<file path="config.mk">
export PLATFORM = sky130hd
export DESIGN_NAME = pwr_sequencer
export DESIGN_NICKNAME = d
export VERILOG_FILES = /design/src/rtl/seq_pkg.sv /design/src/rtl/seq_dp.sv /design/src/rtl/seq_ctrl.sv /design/src/rtl/pwr_sequencer.sv
export SDC_FILE = /design/constraint.sdc
export NUM_CORES = 1
export LEC_CHECK = 0
export CORE_MARGIN = 2
export CORE_UTILIZATION = 50
export DETAILED_ROUTE_END_ITERATION = 8
export GPL_TIMING_DRIVEN = 0
export PLACE_DENSITY = 0.67
export SYNTH_ARGS = -nofsm -noshare
export SYNTH_HDL_FRONTEND = slang
export SYNTH_SLANG_ARGS = --single-unit
</file>
<file path="constraint.sdc">
create_clock -name clk -period 2.4 [get_ports clk]
set_input_delay 0.24 -clock clk [delete_from_list [all_inputs] [get_ports clk]]
set_output_delay 0.24 -clock clk [all_outputs]
set_load 0.01 [all_outputs]
</file>
<file path="src/rtl/seq_pkg.sv">
package seq_pkg;
  parameter int unsigned SS_STEPS = 8;
  localparam int unsigned STEP_W = $clog2(SS_STEPS);

  typedef enum logic [2:0] {
    ST_OFF  = 3'd0,
    ST_QUAL = 3'd1,
    ST_WAIT = 3'd2,
    ST_SOFT = 3'd3,
    ST_RUN  = 3'd4
  } seqState_t;

  typedef struct packed {
    logic qualClr;
    logic qualInc;
    logic lowClr;
    logic lowInc;
    logic ssClr;
    logic ssRun;
  } seqStrobes_t;
endpackage

</file>
<file path="src/rtl/seq_dp.sv">
module seq_dp
  import seq_pkg::*;
#(
  parameter int unsigned QUAL_CYC = 8,
  parameter int unsigned SHDN_CYC = 64,
  parameter int unsigned SS_CYC   = 64
) (
  input  logic              clk,
  input  logic              rst_n,
  input  seqStrobes_t       stb,
  output logic              qualDone,
  output logic              lowExpired,
  output logic              ssDone,
  output logic [STEP_W-1:0] stepCode
);
  localparam int unsigned STEP_CYC = SS_CYC / SS_STEPS;
  localparam int unsigned QW = $clog2(QUAL_CYC + 1);
  localparam int unsigned LW = $clog2(SHDN_CYC + 1);
  localparam int unsigned SW = $clog2(STEP_CYC + 1);
  localparam logic [QW-1:0] QUAL_LAST = QW'(QUAL_CYC - 2);
  localparam logic [LW-1:0] LOW_LAST  = LW'(SHDN_CYC - 1);
  localparam logic [SW-1:0] STEP_LAST = SW'(STEP_CYC - 1);
  localparam logic [STEP_W-1:0] CODE_MAX = STEP_W'(SS_STEPS - 1);

  logic [QW-1:0] qualCnt;
  logic [LW-1:0] lowCnt;
  logic [SW-1:0] ssCnt;
  logic          stepTick;

  assign qualDone   = (qualCnt == QUAL_LAST);
  assign lowExpired = (lowCnt == LOW_LAST);
  assign stepTick   = (ssCnt == STEP_LAST);
  assign ssDone     = stepTick && (stepCode == CODE_MAX);

  // enable pulse qualification counter
  always_ff @(posedge clk or negedge rst_n) begin
    if (!rst_n)           qualCnt <= '0;
    else if (stb.qualClr) qualCnt <= '0;
    else if (stb.qualInc && !qualDone) qualCnt <= qualCnt + 1'b1;
  end

  // low-time shutdown watchdog
  always_ff @(posedge clk or negedge rst_n) begin
    if (!rst_n)          lowCnt <= '0;
    else if (stb.lowClr) lowCnt <= '0;
    else if (stb.lowInc && !lowExpired) lowCnt <= lowCnt + 1'b1;
  end

  // soft-start step timer and code
  always_ff @(posedge clk or negedge rst_n) begin
    if (!rst_n) begin
      ssCnt    <= '0;
      stepCode <= '0;
    end else if (stb.ssClr) begin
      ssCnt    <= '0;
      stepCode <= '0;
    end else if (stb.ssRun) begin
      if (stepTick) begin
        ssCnt <= '0;
        if (stepCode != CODE_MAX) stepCode <= stepCode + 1'b1;
      end else begin
        ssCnt <= ssCnt + 1'b1;
      end
    end
  end

  p_low_bounded_r3: assert property (@(posedge clk) disable iff (!rst_n)
    lowCnt <= LOW_LAST);

  p_step_rises_r5: assert property (@(posedge clk) disable iff (!rst_n)
    (stb.ssRun && $past(stb.ssRun)) |-> (stepCode >= $past(stepCode)));

  p_clear_zero_r7: assert property (@(posedge clk) disable iff (!rst_n)
    $past(stb.ssClr) |-> (stepCode == '0));
endmodule

</file>
<file path="src/rtl/seq_ctrl.sv">
module seq_ctrl
  import seq_pkg::*;
(
  input  logic              clk,
  input  logic              rst_n,
  input  logic              pwmIn,
  input  logic              ldoOk,
  input  logic              drvOk,
  input  logic              fbAt75,
  input  logic              qualDone,
  input  logic              lowExpired,
  input  logic              ssDone,
  input  logic [STEP_W-1:0] stepCode,
  output seqStrobes_t       stb,
  output logic              regEn,
  output logic [STEP_W-1:0] ilimStep,
  output logic              convRun,
  output logic              dimOut,
  output logic              faultOut
);
  localparam logic [STEP_W-1:0] CODE_MAX = STEP_W'(SS_STEPS - 1);

  seqState_t state, stateNext;
  logic powered, bothOk;

  assign powered = (state == ST_WAIT) || (state == ST_SOFT) || (state == ST_RUN);
  assign bothOk  = ldoOk && drvOk;

  always_comb begin
    stateNext = state;
    stb       = '0;
    stb.ssClr = (state != ST_SOFT);
    case (state)
      ST_OFF: begin
        stb.qualClr = 1'b1;
        if (pwmIn) stateNext = ST_QUAL;
      end
      ST_QUAL: begin
        stb.qualInc = 1'b1;
        if (!pwmIn)        stateNext = ST_OFF;
        else if (qualDone) stateNext = ST_WAIT;
      end
      ST_WAIT: if (bothOk) stateNext = ST_SOFT;
      ST_SOFT: begin
        stb.ssRun = 1'b1;
        if (fbAt75 || ssDone) stateNext = ST_RUN;
      end
      default: ;
    endcase
    if (powered) begin
      stb.lowClr = pwmIn;
      stb.lowInc = !pwmIn;
      if (!bothOk && state != ST_WAIT) stateNext = ST_WAIT;
      if (!pwmIn && lowExpired)        stateNext = ST_OFF;
    end else begin
      stb.lowClr = 1'b1;
    end
  end

  always_ff @(posedge clk or negedge rst_n) begin
    if (!rst_n) state <= ST_OFF;
    else        state <= stateNext;
  end

  always_comb begin
    regEn    = powered;
    faultOut = powered && !bothOk;
    convRun  = (state == ST_SOFT) || ((state == ST_RUN) && pwmIn);
    dimOut   = (state == ST_RUN) && pwmIn;
    case (state)
      ST_SOFT: ilimStep = stepCode;
      ST_RUN:  ilimStep = CODE_MAX;
      default: ilimStep = '0;
    endcase
  end

  p_enable_after_high_r1: assert property (@(posedge clk) disable iff (!rst_n)
    $rose(regEn) |-> $past(pwmIn));

  p_off_quiet_r2: assert property (@(posedge clk) disable iff (!rst_n)
    !regEn |-> (!convRun && !dimOut && !faultOut && ilimStep == '0));

  p_shutdown_low_r3: assert property (@(posedge clk) disable iff (!rst_n)
    $fell(regEn) |-> !$past(pwmIn));

  p_dim_in_phase_r6: assert property (@(posedge clk) disable iff (!rst_n)
    dimOut |-> (pwmIn && ilimStep == CODE_MAX));

  p_fault_stops_r7: assert property (@(posedge clk) disable iff (!rst_n)
    $past(faultOut && !$past(faultOut)) && $past(regEn) && regEn |-> !dimOut);

  p_early_done_r8: assert property (@(posedge clk) disable iff (!rst_n)
    ($past(state == ST_SOFT && fbAt75 && bothOk && pwmIn)) |-> (ilimStep == CODE_MAX));
endmodule

</file>
<file path="src/rtl/pwr_sequencer.sv">
module pwr_sequencer
  import seq_pkg::*;
#(
  parameter int unsigned QUAL_CYC = 20000,
  parameter int unsigned SHDN_CYC = 2000000,
  parameter int unsigned SS_CYC   = 600000
) (
  input  logic              clk,
  input  logic              rst_n,
  input  logic              pwmIn,
  input  logic              ldoOk,
  input  logic              drvOk,
  input  logic              fbAt75,
  output logic              regEn,
  output logic [STEP_W-1:0] ilimStep,
  output logic              convRun,
  output logic              dimOut,
  output logic              faultOut
);
  seqStrobes_t       stb;
  logic              qualDone, lowExpired, ssDone;
  logic [STEP_W-1:0] stepCode;

  seq_ctrl u_ctrl (
    .clk(clk), .rst_n(rst_n), .pwmIn(pwmIn), .ldoOk(ldoOk), .drvOk(drvOk),
    .fbAt75(fbAt75), .qualDone(qualDone), .lowExpired(lowExpired),
    .ssDone(ssDone), .stepCode(stepCode), .stb(stb), .regEn(regEn),
    .ilimStep(ilimStep), .convRun(convRun), .dimOut(dimOut), .faultOut(faultOut)
  );

  seq_dp #(.QUAL_CYC(QUAL_CYC), .SHDN_CYC(SHDN_CYC), .SS_CYC(SS_CYC)) u_dp (
    .clk(clk), .rst_n(rst_n), .stb(stb), .qualDone(qualDone),
    .lowExpired(lowExpired), .ssDone(ssDone), .stepCode(stepCode)
  );
endmodule

</file>
# --- After elaboration in Yosys (flattened, before gate mapping) ---
# Cells that the tools add are included.
classes:
  mux: 26
  eq_ne: 11
  n_reduce_logical: 23
  addsub: 4
ops:
  columns: ["operator", "n"]
  rows:
  - ["two-way mux 17 bit", 3]
  - ["two-way mux 21 bit", 2]
  - ["two-way mux 3 bit", 12]
  - ["two-way mux 15 bit", 2]
  - ["adder 21 x 1 -> 21 bit (second input constant)", 1]
  - ["== test 21 bit (second input constant)", 1]
  - ["adder 17 x 1 -> 17 bit (second input constant)", 1]
  - ["== test 17 bit (second input constant)", 1]
  - ["adder 15 x 1 -> 15 bit (second input constant)", 1]
  - ["== test 15 bit (second input constant)", 1]
  - ["one-hot mux 3 bit (4 select lines)", 1]
  - ["nonzero test 2 bit", 5]
  - ["logical AND 1 bit", 8]
  - ["== test 3 x 2 -> 1 bit (second input constant)", 2]
  - ["== test 3 bit (second input constant)", 2]
  - ["!= test 3 x 2 -> 1 bit (second input constant)", 2]
  - ["one-hot mux 3 bit (2 select lines)", 1]
  - ["two-way mux 1 bit", 5]
  - ["logical NOT 1 bit", 4]
  - ["logical OR 1 bit", 4]
  - ["adder 3 x 1 -> 3 bit (second input constant)", 1]
  - ["== test 3 x 1 -> 1 bit (second input constant)", 1]
  - ["logical NOT 3 bit", 1]
  - ["!= test 3 bit (second input constant)", 1]
  - ["AND reduction 3 bit", 1]
word_totals:
  ff_bits: 59
  output_inout_bits: 7
  input_bits: 6
  word_cells: 69

# --- Longest topological paths before layout ---
depth:
  depth_word: 8
  ltp_mapped: 7
  depth_no_buf: 6

# --- Hierarchy ---
# A second synthesis with hierarchy kept.
hier_totals:
  cells_unflattened: 355
  area_unflattened_um2: 3335.7
by_module_without_submodules:
  columns: ["mod", "cells_per_inst", "n_inst", "area_per_inst_um2", "seq_area_each_um2"]
  rows:
  - ["seq_dp", 314, 1, 2997.9, 1401.3]
  - ["seq_ctrl", 41, 1, 337.8, 75.1]

# --- Worst setup path after synthesis ---
# Ideal clock, no wire load.
synth_path:
  kind: "reg-to-reg"
  from: "reg u_ctrl.state[1]"
  to: "reg u_ctrl.state[0]"
  period_less_slack_ns: 1.775
  setup_slack_ns: 0.625
  t_required_ns: 2.277
  path_buffers: 3
  setup_ns: 0.123
  stages_incl_launch_ff: 7
  arrival_ns: 1.652
  cell_sequence: "dfrtp_1 > buf_2 > or3b_1 > clkbuf_1 > a21o_1 > buf_2 > o221a_2"
synth_between:
  elab_chain_cells: 5
  elab_cells_between_ends: 13
  cone_classes: "eq/ne (5); mux (4); reduce/logical (4)"
synth_rtl:
  columns: ["item", "line", "text"]
  rows:
  - ["start: declaration", "seq_ctrl.sv:23", "seqState_t state, stateNext;"]
  - ["start signal: assignment", "seq_ctrl.sv:62", "else state <= stateNext;"]
  - ["== test 3 x 2 -> 1 bit, or another cell as far along", "seq_ctrl.sv:26, seq_ctrl.sv:33", null]
  - ["one-hot mux 3 bit (4 select lines) / logical AND 1 bit (equally long branches)", "seq_ctrl.sv:33, seq_ctrl.sv:53", null]
  - ["two-way mux 3 bit", "seq_ctrl.sv:53", "if (!bothOk && state != ST_WAIT) stateNext = ST_WAIT;"]
  - ["two-way mux 3 bit", "seq_ctrl.sv:54", "if (!pwmIn && lowExpired) stateNext = ST_OFF;"]
  - ["two-way mux 3 bit *", "seq_ctrl.sv:50", "if (powered) begin"]
  - ["via u_ctrl.stateNext[0]", "seq_ctrl.sv:23", null]
# Mark *: on every way through the listed nets, which the timed path passes. The rest lies on a longest branch.
# A chain may end at the register's enable or synchronous reset.

# --- Final worst setup path ---
layout_path:
  from: "reg u_ctrl.state[1]"
  to: "out faultOut"
layout_between:
  elab_chain_cells: 4
  elab_cells_between_ends: 6
  cone_classes: "eq/ne (3); reduce/logical (3)"
layout_rtl:
  columns: ["item", "line", "text"]
  rows:
  - ["== test 3 x 2 -> 1 bit", "seq_ctrl.sv:26", "assign powered = (state == ST_WAIT) || (state == ST_SOFT) || (state == ST_RUN);"]
  - ["logical OR 1 bit", "seq_ctrl.sv:26", null]
  - ["logical OR 1 bit *", "seq_ctrl.sv:26", null]
  - ["logical AND 1 bit *", "seq_ctrl.sv:67", "faultOut = powered && !bothOk;"]
  - ["end: declaration", "pwr_sequencer.sv:18", "output logic faultOut"]
# Mark *: on every way between the ends. The rest lies on a longest branch, timed or not.

==> results.sh <==
export IMPL_power_frac_clock=0.431
export IMPL_routed_wl_um=6890
export IMPL_pwr_share_comb=0.050
export IMPL_cp_arrival_ns=2.04
export IMPL_period_needed_ns=2.280
export IMPL_yosysWarnings=0
export IMPL_root_buffer="clkbuf_8"
export IMPL_endpoint_kind="output port"
export IMPL_pwr_share_seq=0.519
export IMPL_drc=3
export IMPL_setup_ws_ns=0.1198
export IMPL_drtIter0Drc=216
export IMPL_hpwl_um=4868
export IMPL_r2r_end="u_dp.ssCnt[14]"
export IMPL_groute_usage_overall=0.2108
export IMPL_p_per_area_mw_per_mm2=531.9
export IMPL_syn_area_mm2=0.003346
export IMPL_die_area_mm2=0.007362
export IMPL_r2r_start="u_dp.ssCnt[0]"
export IMPL_fp_row_count=29
export IMPL_skew_ns=0.01282
export IMPL_ir_drop_uv=326.7
export IMPL_internal_power_uw=1543
export IMPL_areaGrowthSynthToFinish_pct=13.31
export IMPL_synth_top_area_frac=0.4413
export IMPL_vias=2814
export IMPL_sw_frac_of_total=0.2347
export IMPL_clk_latency_ns=0.34
export IMPL_cts_max_level=3
export IMPL_hp_class="in -> async"
export IMPL_ys_types=52
export IMPL_cp_data_required_time_ns=2.16
export IMPL_drive_gt1_frac=0.1069
export IMPL_avgSynthCellArea_um2=9.217
export IMPL_crit_type="reg -> out"
export IMPL_clockBufferDepth=2
export IMPL_tritoncts="done"
export IMPL_fmax_mhz=438.6
export IMPL_ys_flop_type="dfrtp_1"
export IMPL_netlist_instances=363
export IMPL_power_leakage_uw=0.001496
export IMPL_cts_inserted_buffers=9
export IMPL_die_y_um=85.80
export IMPL_grt_max_degree=34
export IMPL_pin_count=13
export IMPL_finalHoldViolations=0
export IMPL_async_reset_ff_frac=1.000
export IMPL_yosysMostFrequentCell="dfrtp_1"
export IMPL_rsz0062_at_grt="false"
export IMPL_die_x_um=85.80
export IMPL_ff2ff_setup_slack_ns=0.33
export IMPL_start_kind="flip-flop"
export IMPL_tns_ns=0
export IMPL_portBuffers=12
export IMPL_violations="DRC"
export IMPL_initial_core_util=0.5209
export IMPL_cts_sinks=59
export IMPL_path_max_fanout=10
export IMPL_grt_pass1_vias=2653
export IMPL_antenna_found_initial=0
export IMPL_power_uw=2016
export IMPL_setup_viol=0
export IMPL_worstRegToRegCells=7
export IMPL_via_per_inst=5.987
export IMPL_timing_final_crit_share=0.9501
export IMPL_globalRouteOverflowTotal=0
export IMPL_gp_congestion=0.8064
export IMPL_ys_ff_latch=59
export IMPL_finalMaxSlewViolations=0
export IMPL_max_slew_margin=0.4128
export IMPL_grt_pass1_wl_um=12480
export IMPL_ys_top_cells_by_area="dfrtp_1 44%, xnor2_1 4.2%, a21oi_1 3.7%, nand3_1 3.4%, o21ai_0 3.4%"
export IMPL_synth_seq_area_share=0.4413
export IMPL_synth_top_cell_by_area="dfrtp_1"
export IMPL_core_area_mm2=0.006422
export IMPL_synth_edf_count=0
export IMPL_worst_pin_slew_ns=0.8741
export IMPL_drtAntennaViolNets=0
export IMPL_clkTransAtPathRegs_ns=0.07
export IMPL_drv_cap=0
export IMPL_drtPass1Iterations=6
export IMPL_syn_nets=375
export IMPL_routedWlPerCell_um=14.66
export IMPL_post_place_ws_ns=0.3380
export IMPL_switchingPower_uw=473.2
export IMPL_nets=400
export IMPL_synth_common_cells="59 x dfrtp_1, 28 x nor2_1, 27 x nand2_1, 25 x a21oi_1"
export IMPL_outcome="finished, violations left"
export IMPL_diodes=0
-- how the worst max path moves through the flow --
stage,endpoint,slack (ns),cells after the start,startpoint
floorplan,u_ctrl.state[0],0.63,6,u_ctrl.state[1]
global placement,u_dp.lowCnt[19],-0.83,1,rst_n
detailed placement,u_dp.ssCnt[12],0.34,7,u_dp.ssCnt[0]
CTS,faultOut,0.04,5,u_ctrl.state[1]
global route,faultOut,0.03,5,u_ctrl.state[1]
finish,faultOut,0.12,5,u_ctrl.state[1]
-- cell families after synthesis --
family,share of synthesized area
DFF,0.4413
muxes,0.01197
AOI/OAI and AO/OA,0.1373
buffers and inverters,0.03441
and+or+nand+nor,0.2951
adders and majority gates,0.02244
xor gates and xnor gates,0.05759
-- area by class of cell --
type                    instances  area, um^2
plain buffers                  14       63.81
clock buffers                  15       186.4
clock inverters                 1       5.005
fillers                       534        2631
inverters                      13       48.80
multi-input cells             276        1762
flip-flops and latches         59        1476
well taps                      77       96.34
repair buffers                 15       152.6
-- cell usage in the layout, fill, tap and decap left out, types with 3 or more instances in the layout --
cell type / count
dfrtp_1: 59
nor2_1: 28
nand2_1: 27
a21oi_1: 25
nand3_1: 23
o21ai_0: 23
nand4_1: 17
xnor2_1: 16
inv_1: 13
clkbuf_8: 13
nor3_1: 12
clkdlybuf4s50_1: 11
clkbuf_1: 9
and4_1: 9
and3_1: 7
nor4_1: 7
buf_2: 6
or3_1: 6
xor2_1: 6
ha_1: 6
o31ai_1: 5
a31oi_1: 4
mux2i_1: 4
o211ai_1: 4
or4_1: 4
or3_2: 4
or2_2: 3
nor4b_1: 3
-- layer usage --
metal	GRT usage	vias to the layer above	wire length [um]
met3	0.03946	11	235
met5	0	-	0
met2	0.3047	57	2887
met4	0.09380	0	127
li1	-	1401	-
met1	0.3089	1345	3641
-- power by group through the flow --
| stage | clock network, uW | registers (uW) | logic [uW] |
|---|---|---|---|
| after global placement | 0 | 1060 | 95.2 |
| after floorplan | 0 | 1050 | 52.1 |
| final | 870 | 1050 | 100 |
| after detailed placement | 0 | 1060 | 101 |
| after CTS | 886 | 1040 | 103 |
| after global routing | 935 | 1050 | 120 |
-- state kept, by name, indices dropped and copies added (netlist names) --
register / flops
u_dp.lowCnt: 21
u_dp.ssCnt: 17
u_dp.qualCnt: 15
u_ctrl.state: 3
u_dp.stepCode: 3
-- repair_timing --
| action | in CTS | in global routing |
|---|---|---|
| resized for setup | 0 | 4 |
| hold endpoints to repair | 26 | 0 |
| hold buffers | 1 | 0 |
| setup buffers | 1 | 0 |
| endpoints found under the setup margin | 2 | 5 |
-- worst max-delay path: stages, from the launching register on --
cell and delay (ns):
dfrtp_1 0.35, buf_2 0.18, or3b_4 0.45, nand2_1 0.09, and2_1 0.11, clkdlybuf4s50_1 0.52
-- stage by stage --
| step | cells | instance area, um^2 | util | hold WS (ns) |
|---|---|---|---|---|
| detailed placement | 453 | 3577 | 0.5570 | 0.3121 |
| global placement | 452 | 3562 | 0.5546 | 0.4964 |
| CTS | 470 | 3782 | 0.5889 | 0.4747 |
| finish | 470 | 3791 | 0.5903 | 0.4451 |
| floorplan | 363 | 3346 | - | -0.05559 |
| global route | 470 | 3791 | 0.5903 | 0.5301 |
Note: power is estimated with default switching activity, not from simulation.
